===== config.mk =====
export PLATFORM = sky130hd
export DESIGN_NAME = nand_bus_decoder
export DESIGN_NICKNAME = d
export VERILOG_FILES = /design/src/rtl/nbd_pkg.sv /design/src/rtl/nbd_deglitch.sv /design/src/rtl/nbd_cycle_class.sv /design/src/rtl/nbd_phase_track.sv /design/src/rtl/nand_bus_decoder.sv
export SDC_FILE = /design/constraint.sdc
export NUM_CORES = 1
export LEC_CHECK = 0
export ABC_AREA = 0
export BUFFER_PORTS_ARGS = -buffer_cell sky130_fd_sc_hd__buf_2
export CAP_MARGIN = 10
export CORE_ASPECT_RATIO = 0.9
export CORE_UTILIZATION = 40
export CTS_CLUSTER_DIAMETER = 120
export DETAILED_ROUTE_END_ITERATION = 12
export SLEW_MARGIN = 20
export SYNTH_ARGS = -nofsm -noshare
export SYNTH_HDL_FRONTEND = slang
export SYNTH_SLANG_ARGS = --single-unit

===== constraint.sdc =====
create_clock -name clk -period 2.6 [get_ports clk]
set_clock_uncertainty 0.1 [all_clocks]
set_input_delay 0.52 -clock clk [delete_from_list [all_inputs] [get_ports clk]]
set_output_delay 0.52 -clock clk [all_outputs]
set_load 0.005 [all_outputs]

===== src/rtl/nbd_pkg.sv =====
package nbd_pkg;

  localparam int IDX_W = 3;

  typedef enum logic [2:0] {
    K_NONE = 3'd0,
    K_CMD  = 3'd1,
    K_ADDR = 3'd2,
    K_DIN  = 3'd3,
    K_DOUT = 3'd4
  } cyc_kind_t;

  // commands that start or confirm a program or erase
  function automatic logic is_modify(input logic [7:0] code);
    return (code == 8'h80) || (code == 8'h85) || (code == 8'h60) ||
           (code == 8'h10) || (code == 8'hD0) || (code == 8'h15);
  endfunction

  // commands after which data bytes may be loaded
  function automatic logic opens_din(input logic [7:0] code);
    return (code == 8'h80) || (code == 8'h85);
  endfunction

  function automatic logic [IDX_W-1:0] addr_len(input logic five);
    return five ? IDX_W'(5) : IDX_W'(4);
  endfunction

endpackage


===== src/rtl/nbd_deglitch.sv =====
module nbd_deglitch #(
  parameter int   MIN_W = 4,
  parameter logic INIT  = 1'b1
) (
  input  logic clk,
  input  logic rst_n,
  input  logic raw,
  output logic filt
);
  localparam int CW = (MIN_W < 2) ? 1 : $clog2(MIN_W + 1);

  logic [CW-1:0] run;

  always_ff @(posedge clk or negedge rst_n) begin
    if (!rst_n) begin
      filt <= INIT;
      run  <= '0;
    end else if (raw == filt) begin
      run <= '0;
    end else if (run == CW'(MIN_W - 1)) begin
      filt <= raw;
      run  <= '0;
    end else begin
      run <= run + 1'b1;
    end
  end

  // a filtered change must follow a sample already at the new level
  assert_filter_hold_R7: assert property (@(posedge clk) disable iff (!rst_n)
    !$stable(filt) |-> $past(raw) == filt);

endmodule


===== src/rtl/nbd_cycle_class.sv =====
module nbd_cycle_class
  import nbd_pkg::*;
(
  input  logic      clk,
  input  logic      rst_n,
  input  logic      ce_f,
  input  logic      we_f,
  input  logic      re_f,
  input  logic      cle,
  input  logic      ale,
  output cyc_kind_t kind,
  output logic      we_rise,
  output logic      re_rise,
  output logic      dout_oe
);
  logic we_q, re_q;

  always_ff @(posedge clk or negedge rst_n) begin
    if (!rst_n) begin
      we_q <= 1'b1;
      re_q <= 1'b1;
    end else begin
      we_q <= we_f;
      re_q <= re_f;
    end
  end

  assign we_rise = we_f & ~we_q;
  assign re_rise = re_f & ~re_q;
  assign dout_oe = ~ce_f & we_f & ~re_f & ~cle & ~ale;

  always_comb begin
    kind = K_NONE;
    if (!ce_f) begin
      if (we_rise && re_f) begin
        if (cle && !ale)       kind = K_CMD;
        else if (ale && !cle)  kind = K_ADDR;
        else if (!ale && !cle) kind = K_DIN;
      end else if (re_rise && we_f && !cle && !ale) begin
        kind = K_DOUT;
      end
    end
  end

  assert_write_kinds_need_we_R1: assert property (@(posedge clk) disable iff (!rst_n)
    (kind == K_CMD || kind == K_ADDR || kind == K_DIN) |-> $past(we_f) == 1'b0);

endmodule


===== src/rtl/nbd_phase_track.sv =====
module nbd_phase_track
  import nbd_pkg::*;
(
  input  logic             clk,
  input  logic             rst_n,
  input  cyc_kind_t        kind,
  input  logic [7:0]       io_in,
  input  logic             wp_n,
  input  logic             addr_5b,
  output logic             ev_cmd,
  output logic             ev_addr,
  output logic             ev_din,
  output logic             ev_dout,
  output logic [7:0]       ev_byte,
  output logic [IDX_W-1:0] ev_addr_idx,
  output logic             ev_wp_block,
  output logic             ev_phase_err
);
  logic             cmd_open;
  logic             din_open;
  logic [IDX_W-1:0] addr_cnt;
  logic [IDX_W-1:0] want;

  assign want = addr_len(addr_5b);

  always_ff @(posedge clk or negedge rst_n) begin
    if (!rst_n) begin
      ev_cmd <= 1'b0; ev_addr <= 1'b0; ev_din <= 1'b0; ev_dout <= 1'b0;
      ev_wp_block <= 1'b0; ev_phase_err <= 1'b0;
      ev_byte <= '0; ev_addr_idx <= '0;
      cmd_open <= 1'b0; din_open <= 1'b0; addr_cnt <= '0;
    end else begin
      ev_cmd <= 1'b0; ev_addr <= 1'b0; ev_din <= 1'b0; ev_dout <= 1'b0;
      ev_wp_block <= 1'b0; ev_phase_err <= 1'b0;
      unique case (kind)
        K_CMD: begin
          addr_cnt <= '0;
          if (is_modify(io_in) && !wp_n) begin
            ev_wp_block <= 1'b1;
            cmd_open    <= 1'b0;
            din_open    <= 1'b0;
          end else begin
            ev_cmd   <= 1'b1;
            ev_byte  <= io_in;
            cmd_open <= 1'b1;
            din_open <= opens_din(io_in);
          end
        end
        K_ADDR: begin
          if (cmd_open && addr_cnt < want) begin
            ev_addr     <= 1'b1;
            ev_byte     <= io_in;
            ev_addr_idx <= addr_cnt;
            addr_cnt    <= addr_cnt + 1'b1;
          end else begin
            ev_phase_err <= 1'b1;
          end
        end
        K_DIN: begin
          if (!wp_n)                             ev_wp_block <= 1'b1;
          else if (din_open && addr_cnt == want) begin
            ev_din  <= 1'b1;
            ev_byte <= io_in;
          end else                               ev_phase_err <= 1'b1;
        end
        K_DOUT: begin
          ev_dout <= 1'b1;
          ev_byte <= '0;
        end
        default: ;
      endcase
    end
  end

  assert_exclusive_events_R1: assert property (@(posedge clk) disable iff (!rst_n)
    $onehot0({ev_cmd, ev_addr, ev_din, ev_dout, ev_wp_block, ev_phase_err}));

  assert_din_needs_wp_high_R5: assert property (@(posedge clk) disable iff (!rst_n)
    ev_din |-> $past(wp_n));

  assert_addr_idx_in_window_R8: assert property (@(posedge clk) disable iff (!rst_n)
    ev_addr |-> ev_addr_idx < addr_len($past(addr_5b)));

  assert_cmd_clears_count_R10: assert property (@(posedge clk) disable iff (!rst_n)
    ev_cmd |-> addr_cnt == '0);

endmodule


===== src/rtl/nand_bus_decoder.sv =====
module nand_bus_decoder
  import nbd_pkg::*;
#(
  parameter int GLITCH_W = 4
) (
  input  logic             clk,
  input  logic             rst_n,
  input  logic             ce_n,
  input  logic             cle,
  input  logic             ale,
  input  logic             we_n,
  input  logic             re_n,
  input  logic             wp_n,
  input  logic [7:0]       io_in,
  input  logic             addr_5b,
  output logic             ev_cmd,
  output logic             ev_addr,
  output logic             ev_din,
  output logic             ev_dout,
  output logic [7:0]       ev_byte,
  output logic [IDX_W-1:0] ev_addr_idx,
  output logic             ev_wp_block,
  output logic             ev_phase_err,
  output logic             dout_oe
);
  localparam int NSTROBE = 3;

  logic [NSTROBE-1:0] strobe_raw;
  logic [NSTROBE-1:0] strobe_f;
  logic               ce_f, we_f, re_f;
  logic               we_rise, re_rise;
  cyc_kind_t          kind;

  assign strobe_raw = {re_n, we_n, ce_n};

  for (genvar g = 0; g < NSTROBE; g++) begin : g_filt
    nbd_deglitch #(.MIN_W(GLITCH_W), .INIT(1'b1)) i_filt (
      .clk (clk),
      .rst_n(rst_n),
      .raw (strobe_raw[g]),
      .filt(strobe_f[g])
    );
  end

  assign ce_f = strobe_f[0];
  assign we_f = strobe_f[1];
  assign re_f = strobe_f[2];

  nbd_cycle_class i_class (
    .clk(clk), .rst_n(rst_n),
    .ce_f(ce_f), .we_f(we_f), .re_f(re_f),
    .cle(cle), .ale(ale),
    .kind(kind), .we_rise(we_rise), .re_rise(re_rise), .dout_oe(dout_oe)
  );

  nbd_phase_track i_track (
    .clk(clk), .rst_n(rst_n),
    .kind(kind), .io_in(io_in), .wp_n(wp_n), .addr_5b(addr_5b),
    .ev_cmd(ev_cmd), .ev_addr(ev_addr), .ev_din(ev_din), .ev_dout(ev_dout),
    .ev_byte(ev_byte), .ev_addr_idx(ev_addr_idx),
    .ev_wp_block(ev_wp_block), .ev_phase_err(ev_phase_err)
  );

  assert_deselect_quiet_R9: assert property (@(posedge clk) disable iff (!rst_n)
    $past(ce_f) |-> !(ev_cmd || ev_addr || ev_din || ev_dout));

  assert_deselect_no_drive_R9: assert property (@(posedge clk) disable iff (!rst_n)
    ce_f |-> !dout_oe);

endmodule


After elaboration in Yosys (flattened, before gate mapping):

Cells that the tools add are included.

* $add $sub $neg: 4
* multiply operators: 0
* div/mod/pow operators: 0
* magnitude comparators: 1
* equality and inequality tests: 21
* shifts and indexed selects: 0
* mux-type cells: 36
* bitwise gates (word level): 15
* reduce and logical (&&, ||, !) cells: 26

Operators with widths (number)
* 2-to-1 mux 3 bit: 12
* 2-to-1 mux 8 bit: 4
* one-hot mux 8 bit (4 select lines): 1
* == test 8 bit (second input constant): 3
* == test 8 x 5 -> 1 bit (second input constant): 2
* == test 3 x 2 -> 1 bit (second input constant): 5
* 2-to-1 mux 1 bit: 15
* adder 3 x 1 -> 3 bit (second input constant): 4
* logical AND 1 bit: 10
* AND reduction 2 bit: 5
* inverter 1 bit: 9
* == test 8 x 7 -> 1 bit (second input constant): 1
* AND 1 bit: 6
* one-hot mux 3 bit (2 select lines): 1
* logical OR 1 bit: 5
* AND reduction 5 bit: 1
* != test 2 x 1 -> 1 bit (second input constant): 2
* != test 2 bit (second input constant): 2
* one-hot mux 1 bit (2 select lines): 2
* nonzero test 4 bit: 1
* == test 1 bit: 3
* == test 3 x 1 -> 1 bit (second input constant): 1
* == test 3 bit: 1
* == test 3 bit (second input constant): 1
* other kinds (4): 6

* bits in registers: 36
* latch bits: 0
* memory bits (writable): 0
* bits in read-only memories: 0
* output and inout port bits: 18
* memories: 0

Logic depth before layout (Yosys ltp):

* depth after elaboration: 11
* depth in mapped cells: 7
* gate-level depth less buffers: 7

Cells and area by module:

Synthesis repeated with hierarchy kept, for this count alone.

* cell total of the unflattened synthesis: 142
* area, all modules: 1675.4 sq um

Modules (own cells, without submodules)
* nbd_phase_track: instances 1, cells an instance 98, area each 1043.5 sq um
* nbd_deglitch at g_filt[1].i_filt ...: instances 2, cells an instance 11, area each 167.7 sq um
* nbd_deglitch at g_filt[0].i_filt: instances 1, cells an instance 11, area each 180.2 sq um
* nbd_cycle_class: instances 1, cells an instance 11, area each 116.4 sq um

Least setup slack after synthesis:

Ideal clock, no wire load.

* kind: input port to flip-flop
* start: input port addr_5b
* end: register i_track.ev_byte[0]
* setup time: 121 ps
* arrival time: 1759 ps
* path slack: 620 ps
* stages on the path: 6
* buffers on the path: 0
* cells stage by stage: ha_1 nand2b_4 a21o_1 a221oi_2 o221ai_4 a22o_1

* cells in the longest elaborated chain, start to end: 5
* elaborated cells between the ends (all ways): 8

RTL lines
* from (decl): RTL line nand_bus_decoder.sv:15 `input logic addr_5b,`
* 2-to-1 mux 1 bit *: RTL line nbd_pkg.sv:25 `return five ? IDX_W'(5) : IDX_W'(4);`
* less-than comparator 3 bit or == test 3 bit (tied branches): RTL line nbd_phase_track.sv:50, nbd_phase_track.sv:61
* logical AND 1 bit, on equally long branches: RTL line nbd_phase_track.sv:50, nbd_phase_track.sv:61
* != test 2 x 1 -> 1 bit (no line)
* AND reduction 5 bit (no line) *
* to (signal assigned): RTL line nbd_phase_track.sv:44 `ev_byte <= io_in;`
* to (signal assigned): RTL line nbd_phase_track.sv:52 `ev_byte <= io_in;`
* to (signal assigned): RTL line nbd_phase_track.sv:63 `ev_byte <= io_in;`
* to (decl): RTL line nbd_phase_track.sv:14 `output logic [7:0] ev_byte,`

Mark *: on every way between the ends. The rest lies on a longest branch, timed or not.
A chain may end at the register's enable or synchronous reset.

Worst setup path in the final report:

* start: register i_track.addr_cnt[0]
* end: register i_track.ev_byte[5]

* cells in the longest elaborated chain, start to end: 4
* elaborated cells between the ends (all ways): 7

RTL lines
* from (decl): RTL line nbd_phase_track.sv:21 `logic [IDX_W-1:0] addr_cnt;`
* from (signal assigned): RTL line nbd_phase_track.sv:54 `addr_cnt <= addr_cnt + 1'b1;`
* less-than comparator 3 bit or == test 3 bit (tied branches): RTL line nbd_phase_track.sv:50, nbd_phase_track.sv:61
* logical AND 1 bit, on equally long branches: RTL line nbd_phase_track.sv:50, nbd_phase_track.sv:61
* != test 2 x 1 -> 1 bit (no line)
* AND reduction 5 bit (no line) *

Marked as above.

==> flow_summary.toml <==
[sta]
rsz0062_at_grt = "no"
setup_violations = 0
maxSlewHeadroom_pct = 48.8
hold_viol_final = 0
tightest_slew_ps = 768
drv_slew = 0
fin_setup_tns_ps = 0
finalCritPeriodShare_pct = 81.2
post-route-min-period_ps = 2110
layout_setup_ws_ps = 489
max_freq_ghz = 0.474

[synthesis]
netlist_area_um2 = 1650
syn_nets = 152
synth_area_per_cell_um2 = 12.7
synth-edff-count = 0
synth_seq_area_share_pct = 54.9
synth-main-ff-cell = "dfrtp_1"
yosysUniqueCellTypes = 41
yosysWarnings = 0
ys_seq_elements = 36
async_flop_share_pct = 100
netlist_instances = 130

[clock_tree]
cts.clk_slew.worst_paths_ps = 70
holdBufCountCts = 0
post_cts_resized = 0
postCtsSetupRepairBufs = 0
clock-root-buffer = "clkbuf_8"
numCtsBuffers = 5
cts_tree = "yes"
clockBufferDepth = 2
htreeDepth = 2
cts.sinks = 36
clock_latency_ps = 290

[floorplanning]
initial_core_util_pct = 43.1
die_height_um = 63.0
fp.dieW_um = 69.8
io_pins = 35
coreArea_um2 = 3840
num_rows = 21
fp.dieArea_um2 = 4390

[placed_design]
place_ws_ps = 408
io_buffers = 34
gp_congestion = 0.741
placedCellCount = 208
dpl.hpwl_mm = 2.26

[worst_setup_path]
path_cells = "inv_1 -> ha_1 -> nand2b_4 -> a21o_1 -> a221oi_2 -> o221ai_4 -> a22o_1"
crit_type = "reg2reg"
end_kind = "flop"
worstSetupStartpoint = "i_track.addr_cnt[0]$_DFFE_PN0P_"
start_kind = "flop"
ff2ff_path_depth = 7
cpPeakStageDelay_ps = 400
r2r-end = "i_track.ev_byte[5]$_DFFE_PN0P_"
path_max_fanout = 8
cp.required_ps = 2670
cp_slowest_cell = "dfrtp_1"
r2r_start = "i_track.addr_cnt[0]$_DFFE_PN0P_"
cp.arrival_ps = 2180
r2r_slack_ps = 490

[grt]
antenna_found_initial = 0
grt_overflow = 0
grt_start_max_net_pins = 37
grt_pass1_wl_mm = 5.26
grt_util_all_layers_pct = 15.5
grt_pass1_vias = 1144

[layout]
syn_to_final_growth_pct = 18.2
diodes = 0
fin_cells = 216
final_util_pct = 50.9
layout_common_cells = "buf_2 (34), dfrtp_1 (31), nand2_1 (8), a22o_1 (8), inv_1 (7)"
final_nets = 191
final_common_cell = "buf_2"
final_layout_size_suffix_gt1_share_pct = 35.9

[power_and_ir_drop]
p_sw_mw = 0.561
clkPwrFrac_pct = 20.8
leakagePower_nw = 0.941
p_per_area_nw_per_um2 = 922
pwr-share-seq_pct = 50.3
finalPower_mw = 1.80
internal-power_mw = 1.24
ir_worst_vdd_v = 0.000415
switching_share_pct = 31.2
power_frac_comb_pct = 28.9

[route]
ant_nets = 0
dr_wl_met2_mm = 1.52
wl_per_cell_um = 14.0
dr_total_vias = 1122
drt-total-wl_mm = 3.02
wl_met1_mm = 1.33
top_layer_used = "met4"
drc = 0
vias_per_cell = 5.19
met3WireLength_um = 147
drt-pass1-iter-count = 4
first_iter_violations = 40

[status]
status = "finished clean"

[hold_path]
hp-class = "in2async"

[run]
drv_cap = 0
registers in the layout, indices dropped and copies added (netlist names):
name,count
i_track.ev_byte,8
i_track.ev_din,1
i_track.ev_addr,1
i_class.re_q,1
i_track.addr_cnt,3
i_track.ev_addr_idx,3
g_filt.i_filt.filt,3
i_track.din_open,1
i_track.ev_cmd,1
i_track.ev_dout,1
g_filt.i_filt.run,9
i_track.ev_wp_block,1
i_class.we_q,1
i_track.cmd_open,1
i_track.ev_phase_err,1
cell usage after synthesis, types with 3 or more instances:
library cell	count	share of area (%)
dfrtp_1	31	47
a22o_1	8	4.2
nand2_1	8	1.8
inv_1	7	1.6
nor2_1	6	1.4
nor3b_1	6	2.7
dfstp_2	5	7.9
ha_1	5	3.8
mux2_2	4	2.7
nor2b_1	4	1.5
xnor2_1	4	2.1
nor3_1	3	0.91
o21ai_0	3	0.91
layer usage:
layer	track usage, %	vias up
met4	4.75	0
met5	0	-
met2	26.0	22
met3	6.13	5
met1	18.2	545
li1	-	550
worst max-delay path, delay by kind of cell (launching register included):
family                     cells  cell delay (ps)
AOI/OAI and AO/OA              4             1090
DFF                            1              400
adders and majority gates      1              210
buffers and inverters          1              120
and+or+nand+nor                1               70
area by class of cell:
type	instances	area, um2
Fill cell	349	1880
Sequential cell	36	907
Multi-Input combinational cell	85	712
Timing Repair Buffer	34	170
Clock buffer	8	80.1
Tap cell	46	57.6
Inverter	7	26.3
kinds of logic (layout without fill, tap and decap cells):
group | after synthesis | in the layout | synth area share [%]
DFF | 36 | 36 | 54.9
and+or+nand+nor | 43 | 43 | 16.9
adders and majority gates | 5 | 5 | 3.79
AOI/OAI and AO/OA | 27 | 27 | 16.4
xor gates and xnor gates | 5 | 5 | 2.65
buffers and inverters | 9 | 49 | 2.04
muxes | 5 | 5 | 3.33
per-stage QoR:
stage,hold slack [ps],instance area (um2)
6_report,203,1950
5_1_grt,273,1950
4_1_cts,231,1950
3_5_place_dp,304,1870
3_3_place_gp,294,1870
2_1_floorplan,124,1650
worst max-delay path by stage:
stage	slack, ps	end	depth (start not counted)
after floorplan	620	i_track.ev_byte[0]$_DFFE_PN0P_	6
after global placement	450	i_track.ev_byte[6]$_DFFE_PN0P_	7
after detailed placement	410	i_track.ev_byte[5]$_DFFE_PN0P_	7
after CTS	460	i_track.ev_byte[5]$_DFFE_PN0P_	7
after global routing	350	i_track.ev_byte[5]$_DFFE_PN0P_	7
final	490	i_track.ev_byte[5]$_DFFE_PN0P_	7
power groups by stage:
stage                     logic, mW  clock network (mW)  registers (mW)
after detailed placement      0.531                   0           0.919
final                         0.520               0.375           0.906
after global routing          0.593               0.418           0.934
after floorplan               0.355                   0           0.895
after global placement        0.506                   0           0.905
after CTS                     0.533               0.383           0.909
Note: power is estimated with default switching activity, not from simulation.
